==> config.mk <==
export PLATFORM = sky130hd
export DESIGN_NAME = misc_ctl_reg
export DESIGN_NICKNAME = d
export VERILOG_FILES = /design/src/rtl/misc_reg_pkg.sv /design/src/rtl/misc_dec.sv /design/src/rtl/misc_upd.sv /design/src/rtl/misc_store.sv /design/src/rtl/misc_ctl_reg.sv
export SDC_FILE = /design/constraint.sdc
export NUM_CORES = 1
export LEC_CHECK = 0
export BUFFER_PORTS_ARGS = -buffer_cell sky130_fd_sc_hd__buf_4
export CAP_MARGIN = 20
export CORE_MARGIN = 3
export CORE_UTILIZATION = 37
export DETAILED_ROUTE_END_ITERATION = 10
export GPL_TIMING_DRIVEN = 0
export PLACE_DENSITY_LB_ADDON = 0.2
export SLEW_MARGIN = 10
export SYNTH_ARGS = -nofsm -noshare
export SYNTH_HDL_FRONTEND = slang
export SYNTH_SLANG_ARGS = --single-unit
==> constraint.sdc <==
create_clock -name clk -period 2.3 [get_ports clk]
set_clock_uncertainty 0.05 [all_clocks]
set_input_delay 0.345 -clock clk [delete_from_list [all_inputs] [get_ports clk]]
set_output_delay 0.345 -clock clk [all_outputs]
set_load 0.02 [all_outputs]
==> src/rtl/misc_reg_pkg.sv <==
package misc_reg_pkg;

    localparam int WORD_W    = 64;
    localparam int KEEP_W    = 16;
    localparam int SIZE_W    = 2;
    localparam int FULL_SIZE = 3;
    localparam int OFS_SHIFT = 3;

    typedef enum logic [0:0] {
        VAR_AND = 1'b0,
        VAR_CLR = 1'b1
    } variant_e;

    typedef enum logic [2:0] {
        OP_NONE,
        OP_DIRECT,
        OP_MERGE,
        OP_SET,
        OP_BAD
    } op_e;

    typedef struct packed {
        logic              wr;
        op_e               op;
        logic [WORD_W-1:0] data;
    } cmd_t;

    function automatic logic [WORD_W-1:0] keep_mask();
        logic [WORD_W-1:0] m;
        m = '0;
        for (int i = WORD_W - KEEP_W; i < WORD_W; i++) m[i] = 1'b1;
        return m;
    endfunction

    function automatic logic [31:0] base_word(variant_e v);
        return (v == VAR_AND) ? 32'h0000_4020 : 32'h0000_6080;
    endfunction

endpackage

==> src/rtl/misc_dec.sv <==
module misc_dec
    import misc_reg_pkg::*;
#(
    parameter variant_e VARIANT = VAR_AND,
    parameter int       ADDR_W  = 24
) (
    input  logic [ADDR_W-1:0] addr,
    input  logic [SIZE_W-1:0] size,
    output op_e               op
);
    localparam int WADDR_W = ADDR_W - OFS_SHIFT;
    localparam logic [31:0] BASE = base_word(VARIANT);

    logic [31:0] word;

    always_comb begin
        word = 32'(addr[ADDR_W-1:OFS_SHIFT]);
        if (size != SIZE_W'(FULL_SIZE)) begin
            op = OP_BAD;
        end else if (word == BASE) begin
            op = OP_DIRECT;
        end else if (word == BASE + 32'd1) begin
            op = OP_MERGE;
        end else if (word == BASE + 32'd2) begin
            op = OP_SET;
        end else begin
            op = OP_BAD;
        end
    end

    if (WADDR_W < 16) begin : g_width_chk
        initial $error("ADDR_W too small for the word offsets");
    end
endmodule

==> src/rtl/misc_upd.sv <==
module misc_upd
    import misc_reg_pkg::*;
#(
    parameter variant_e VARIANT = VAR_AND
) (
    input  cmd_t              cmd,
    input  logic [WORD_W-1:0] cur,
    output logic              we,
    output logic [WORD_W-1:0] nxt
);
    localparam logic [WORD_W-1:0] MASK = keep_mask();

    logic [WORD_W-1:0] raw;
    logic [WORD_W-1:0] merged;

    if (VARIANT == VAR_AND) begin : g_and
        assign merged = cur & cmd.data;
    end else begin : g_clr
        assign merged = '0;
    end

    always_comb begin
        we  = 1'b0;
        raw = cur;
        if (cmd.wr) begin
            unique case (cmd.op)
                OP_DIRECT: begin we = 1'b1; raw = cmd.data;       end
                OP_MERGE:  begin we = 1'b1; raw = merged;         end
                OP_SET:    begin we = 1'b1; raw = cur | cmd.data; end
                default:   begin we = 1'b0; raw = cur;            end
            endcase
        end
        nxt = raw & MASK;
    end
endmodule

==> src/rtl/misc_store.sv <==
module misc_store
    import misc_reg_pkg::*;
(
    input  logic              clk,
    input  logic              rst,
    input  logic              we,
    input  logic [WORD_W-1:0] nxt,
    output logic [WORD_W-1:0] val,
    output logic              irq
);
    always_ff @(posedge clk) begin
        if (rst) begin
            val <= '0;
            irq <= 1'b0;
        end else if (we) begin
            val <= nxt;
            irq <= nxt[WORD_W-1];
        end
    end
endmodule

==> src/rtl/misc_ctl_reg.sv <==
module misc_ctl_reg
    import misc_reg_pkg::*;
#(
    parameter variant_e VARIANT = VAR_AND,
    parameter int       ADDR_W  = 24
) (
    input  logic              clk,
    input  logic              rst,
    input  logic              req_valid,
    output logic              req_ready,
    input  logic              req_write,
    input  logic [ADDR_W-1:0] req_addr,
    input  logic [1:0]        req_size,
    input  logic [63:0]       req_wdata,
    output logic              rsp_valid,
    output logic [63:0]       rsp_rdata,
    output logic              irq,
    output logic              unimpl
);
    op_e               op;
    cmd_t              cmd;
    logic              acc;
    logic              we;
    logic [WORD_W-1:0] nxt;
    logic [WORD_W-1:0] val;

    assign req_ready = ~rst;
    assign acc       = req_valid & req_ready;

    misc_dec #(.VARIANT(VARIANT), .ADDR_W(ADDR_W)) u_dec (
        .addr (req_addr),
        .size (req_size),
        .op   (op)
    );

    always_comb begin
        cmd.wr   = acc & req_write;
        cmd.op   = acc ? op : OP_NONE;
        cmd.data = req_wdata;
    end

    misc_upd #(.VARIANT(VARIANT)) u_upd (
        .cmd (cmd),
        .cur (val),
        .we  (we),
        .nxt (nxt)
    );

    misc_store u_store (
        .clk (clk),
        .rst (rst),
        .we  (we),
        .nxt (nxt),
        .val (val),
        .irq (irq)
    );

    always_ff @(posedge clk) begin
        if (rst) begin
            rsp_valid <= 1'b0;
            rsp_rdata <= '0;
            unimpl    <= 1'b0;
        end else begin
            rsp_valid <= acc & ~req_write;
            rsp_rdata <= (acc && !req_write && op == OP_DIRECT) ? val : '0;
            unimpl    <= acc & (op == OP_BAD);
        end
    end
endmodule

==> reports/qor.csv <==
stage;metric;value;unit
status;status;complete, no violations;
sta;hold_ws;191;ps
floorplanning;start_util;39.8;%
clock_network;cts_setup_buffers;0;
pwr;power_density;484;nW/µm²
route;drt-pass1-iter-count;4;
synth;synthMuxAreaShare;0;%
placement;gp_congestion;0.720;
min_path;whs_path_depth;2;
route;route.detailed.drc;0;
floorplanning;dieArea;5760;µm²
route;postRouteAntennaNets;0;
synth;netlist_instances;206;
route;routedWlPerCell;10.4;µm
finish;fin_cells;387;
global_routing;grt_remaining_overflow;0;
pwr;p_leak;1.32;nW
sta;finalHoldViolations;0;
critical_path;worst_ep_required_time;2450;ps
sta;fin_crit_sh;82.0;%
floorplanning;num_io_pins;162;
synth;async_flop_share;0;%
sta;rsz0062_at_grt;no;
floorplanning;die_w;75.9;µm
placement;numPortBuffers;61;
clock_network;root_buffer;clkbuf_8;
pwr;seqPwrFrac;46.6;%
synth;yosysUniqueCellTypes;24;
synth;netlist_top_cells_area;dfxtp_1 (38%), buf_4 (20%), o211ai_1 (6.6%), o31ai_1 (6.6%), nor2b_1 (5.9%);
critical_path;critPathLaunchType;input pin;
clock_network;cts_inserted_buffers;5;
route;num_vias;1564;
critical_path;r2r_cells;3;
sta;finalSetupTns;0;ps
synth;ys_seq_elements;34;
global_routing;grt_start_max_net_pins;11;
route;vias_per_cell;4.04;
synth;synth_compound_area_share;13.7;%
finish;n_antenna_cell;0;
synth;synth-edff-count;0;
placement;dp_hpwl;3.19;mm
global_routing;grt_usage;14.0;%
placement;dp.cells;379;
pwr;clockPowerShare;35.0;%
floorplanning;coreArea;4530;µm²
floorplanning;rows;24;
route;wl;4.03;mm
synth;yosys_warnings;0;
route;highest_layer;met4;
critical_path;cp_slowest_stage_delay;550;ps
pwr;power_frac_comb;18.3;%
synth;synth-xor-area-share;0;%
pwr;internal_power;0.942;mW
clock_network;clock_latency;280;ps
finish;nFillCells;425;
route;met3_length;489;µm
synth;synth_ff_type;dfxtp_1;
route;routed-wl-met2;1.90;mm
synth;synth_most_common_cell;buf_4;
global_routing;first_global_vias;1458;
finish;design_area;2620;µm²
global_routing;antenna_found_initial;0;
clock_network;clockBufferDepth;2;
finish;area_growth_syn_to_layout;44.9;%
route;drt-initial-drc-count;39;
critical_path;cpMaxStageDelayCell;or4_1;
critical_path;worstSetupEndpointType;flip-flop;
pwr;p_sw;0.325;mW
finish;num-nets-final;415;
clock_network;cts.clk_slew.worst_paths;70;ps
sta;setup_violations;0;
clock_network;cts_sinks;34;
critical_path;path_cells;buf_4 > nor4_4 > nand4_4 > or4_1 > buf_2 > buf_6 > o211ai_1;
pwr;total_power;1.27;mW
placement;dpl_cell_area;2520;µm²
global_routing;grt_pass1_wl;6.11;mm
synth;synth-seq-area-share;37.7;%
run;cap_viol_max_count;0;
synth;synth_top_family_by_area;buffers and inverters;
synth;yosys.area_share.simple;22.8;%
critical_path;cp_max_fo;10;
critical_path;arrival;2040;ps
floorplanning;die_y;75.9;µm
route;met1Wirelength;1.58;mm
synth;yosys-top-cells-count;buf_4 (48), dfxtp_1 (34), inv_1 (17), nand2_1 (17), nor2b_1 (17);
pwr;swShare;25.7;%
min_path;hold_path.class;in -> reg;
synth;synthAdderAreaFrac;0;%
synth;syn_area;1810;µm²
sta;finalCriticalPeriod;1890;ps
critical_path;path_class;in -> reg;
sta;max_freq;530;MHz
clock_network;cts_tree;built;
synth;postSynthAreaPerCell;8.77;µm²
synth;synth_top_area_cell;dfxtp_1;
finish;drive_above_1_share;38.2;%
clock_network;cts_max_level;2;
pwr;peakVddDrop;0.190;mV
synth;synth_top_cell_area_share;37.7;%
sta;slew_viol_final;0;
[cell families after synthesis]
| family | after synthesis |
|---|---|
| buffers and inverters | 73 |
| other | 1 |
| AND/OR/NAND/NOR | 65 |
| flip-flops | 34 |
| AO/OA/AOI/OAI | 33 |
[area by class of cell]
| cell class | instances | area (µm²) | area share, % |
|---|---|---|---|
| buffer | 56 | 399 | 15.2 |
| sequential | 34 | 681 | 26.0 |
| timing repair buffer | 61 | 458 | 17.5 |
| inverter | 17 | 63.8 | 2.44 |
| clock inverter | 1 | 5.00 | 0.191 |
| multi-input combinational | 146 | 845 | 32.3 |
| tap | 65 | 81.3 | 3.11 |
| clock buffer | 7 | 86.3 | 3.30 |
[state kept, by name, indices dropped and copies added, names as in the netlist]
name and cells:
unimpl 1, u_store.val 15, rsp_rdata 16, u_store.irq 1
rsp_valid 1
[final timing paths]
check	startpoint	slack (ps)	end
worst max register to register	u_store.irq$_SDFFE_PP0P_	1450	u_store.irq$_SDFFE_PP0P_
worst min register to register	u_store.val[57]$_SDFFE_PP0P_	400	rsp_rdata[57]$_SDFF_PP0_
worst min-delay path	req_write	190	rsp_valid$_SDFF_PP0_
worst max-delay path	req_addr[10]	410	u_store.val[52]$_SDFFE_PP0P_
[power by group through the flow]
stage,sequential (mW),clock (mW),combinational (mW)
global placement,0.604,0,0.227
finish,0.591,0.444,0.232
floorplan,0.606,0,0.152
detailed placement,0.604,0,0.228
CTS,0.590,0.455,0.228
global route,0.590,0.479,0.251
[what timing repair did]
item / 4_1_cts / 5_1_grt
hold buffers: 0 / 0
setup endpoints to repair: 0 / 3
resized for setup: 0 / 1
[routing by layer]
layer  up-vias  GRT usage (%)
li1        810              -
met1       666           15.7
met2        82           24.0
met3         6           6.46
met4         0           3.50
met5         -              0
[worst max-delay path: cells and delay by family]
| family | cells | cell delay [ps] |
|---|---|---|
| AND/OR/NAND/NOR | 3 | 1080 |
| buffers and inverters | 3 | 450 |
| AO/OA/AOI/OAI | 1 | 160 |
[per-stage QoR]
step	utilization (%)	setup slack, ps
floorplan	-	406
global placement	55.6	-119
detailed placement	55.6	-77.0
CTS	57.6	213
global route	57.8	198
finish	57.8	415
[layout by cell type (no fill, tap or decap)]
cell / n
a211oi_1: 1
and2_1: 16
and3b_1: 1
and4bb_2: 1
buf_1: 1
buf_2: 1
buf_4: 109
buf_6: 1
clkbuf_1: 6
clkbuf_8: 6
clkinv_2: 1
conb_1: 48
dfxtp_1: 34
inv_1: 17
nand2_1: 17
nand2b_1: 2
nand4_1: 1
nand4_4: 1
nor2_1: 3
nor2b_1: 17
nor3_2: 1
nor4_1: 1
nor4_4: 2
o211ai_1: 16
o31ai_1: 16
or4_1: 2
No activity file was read; power rests on OpenSTA's default activity.
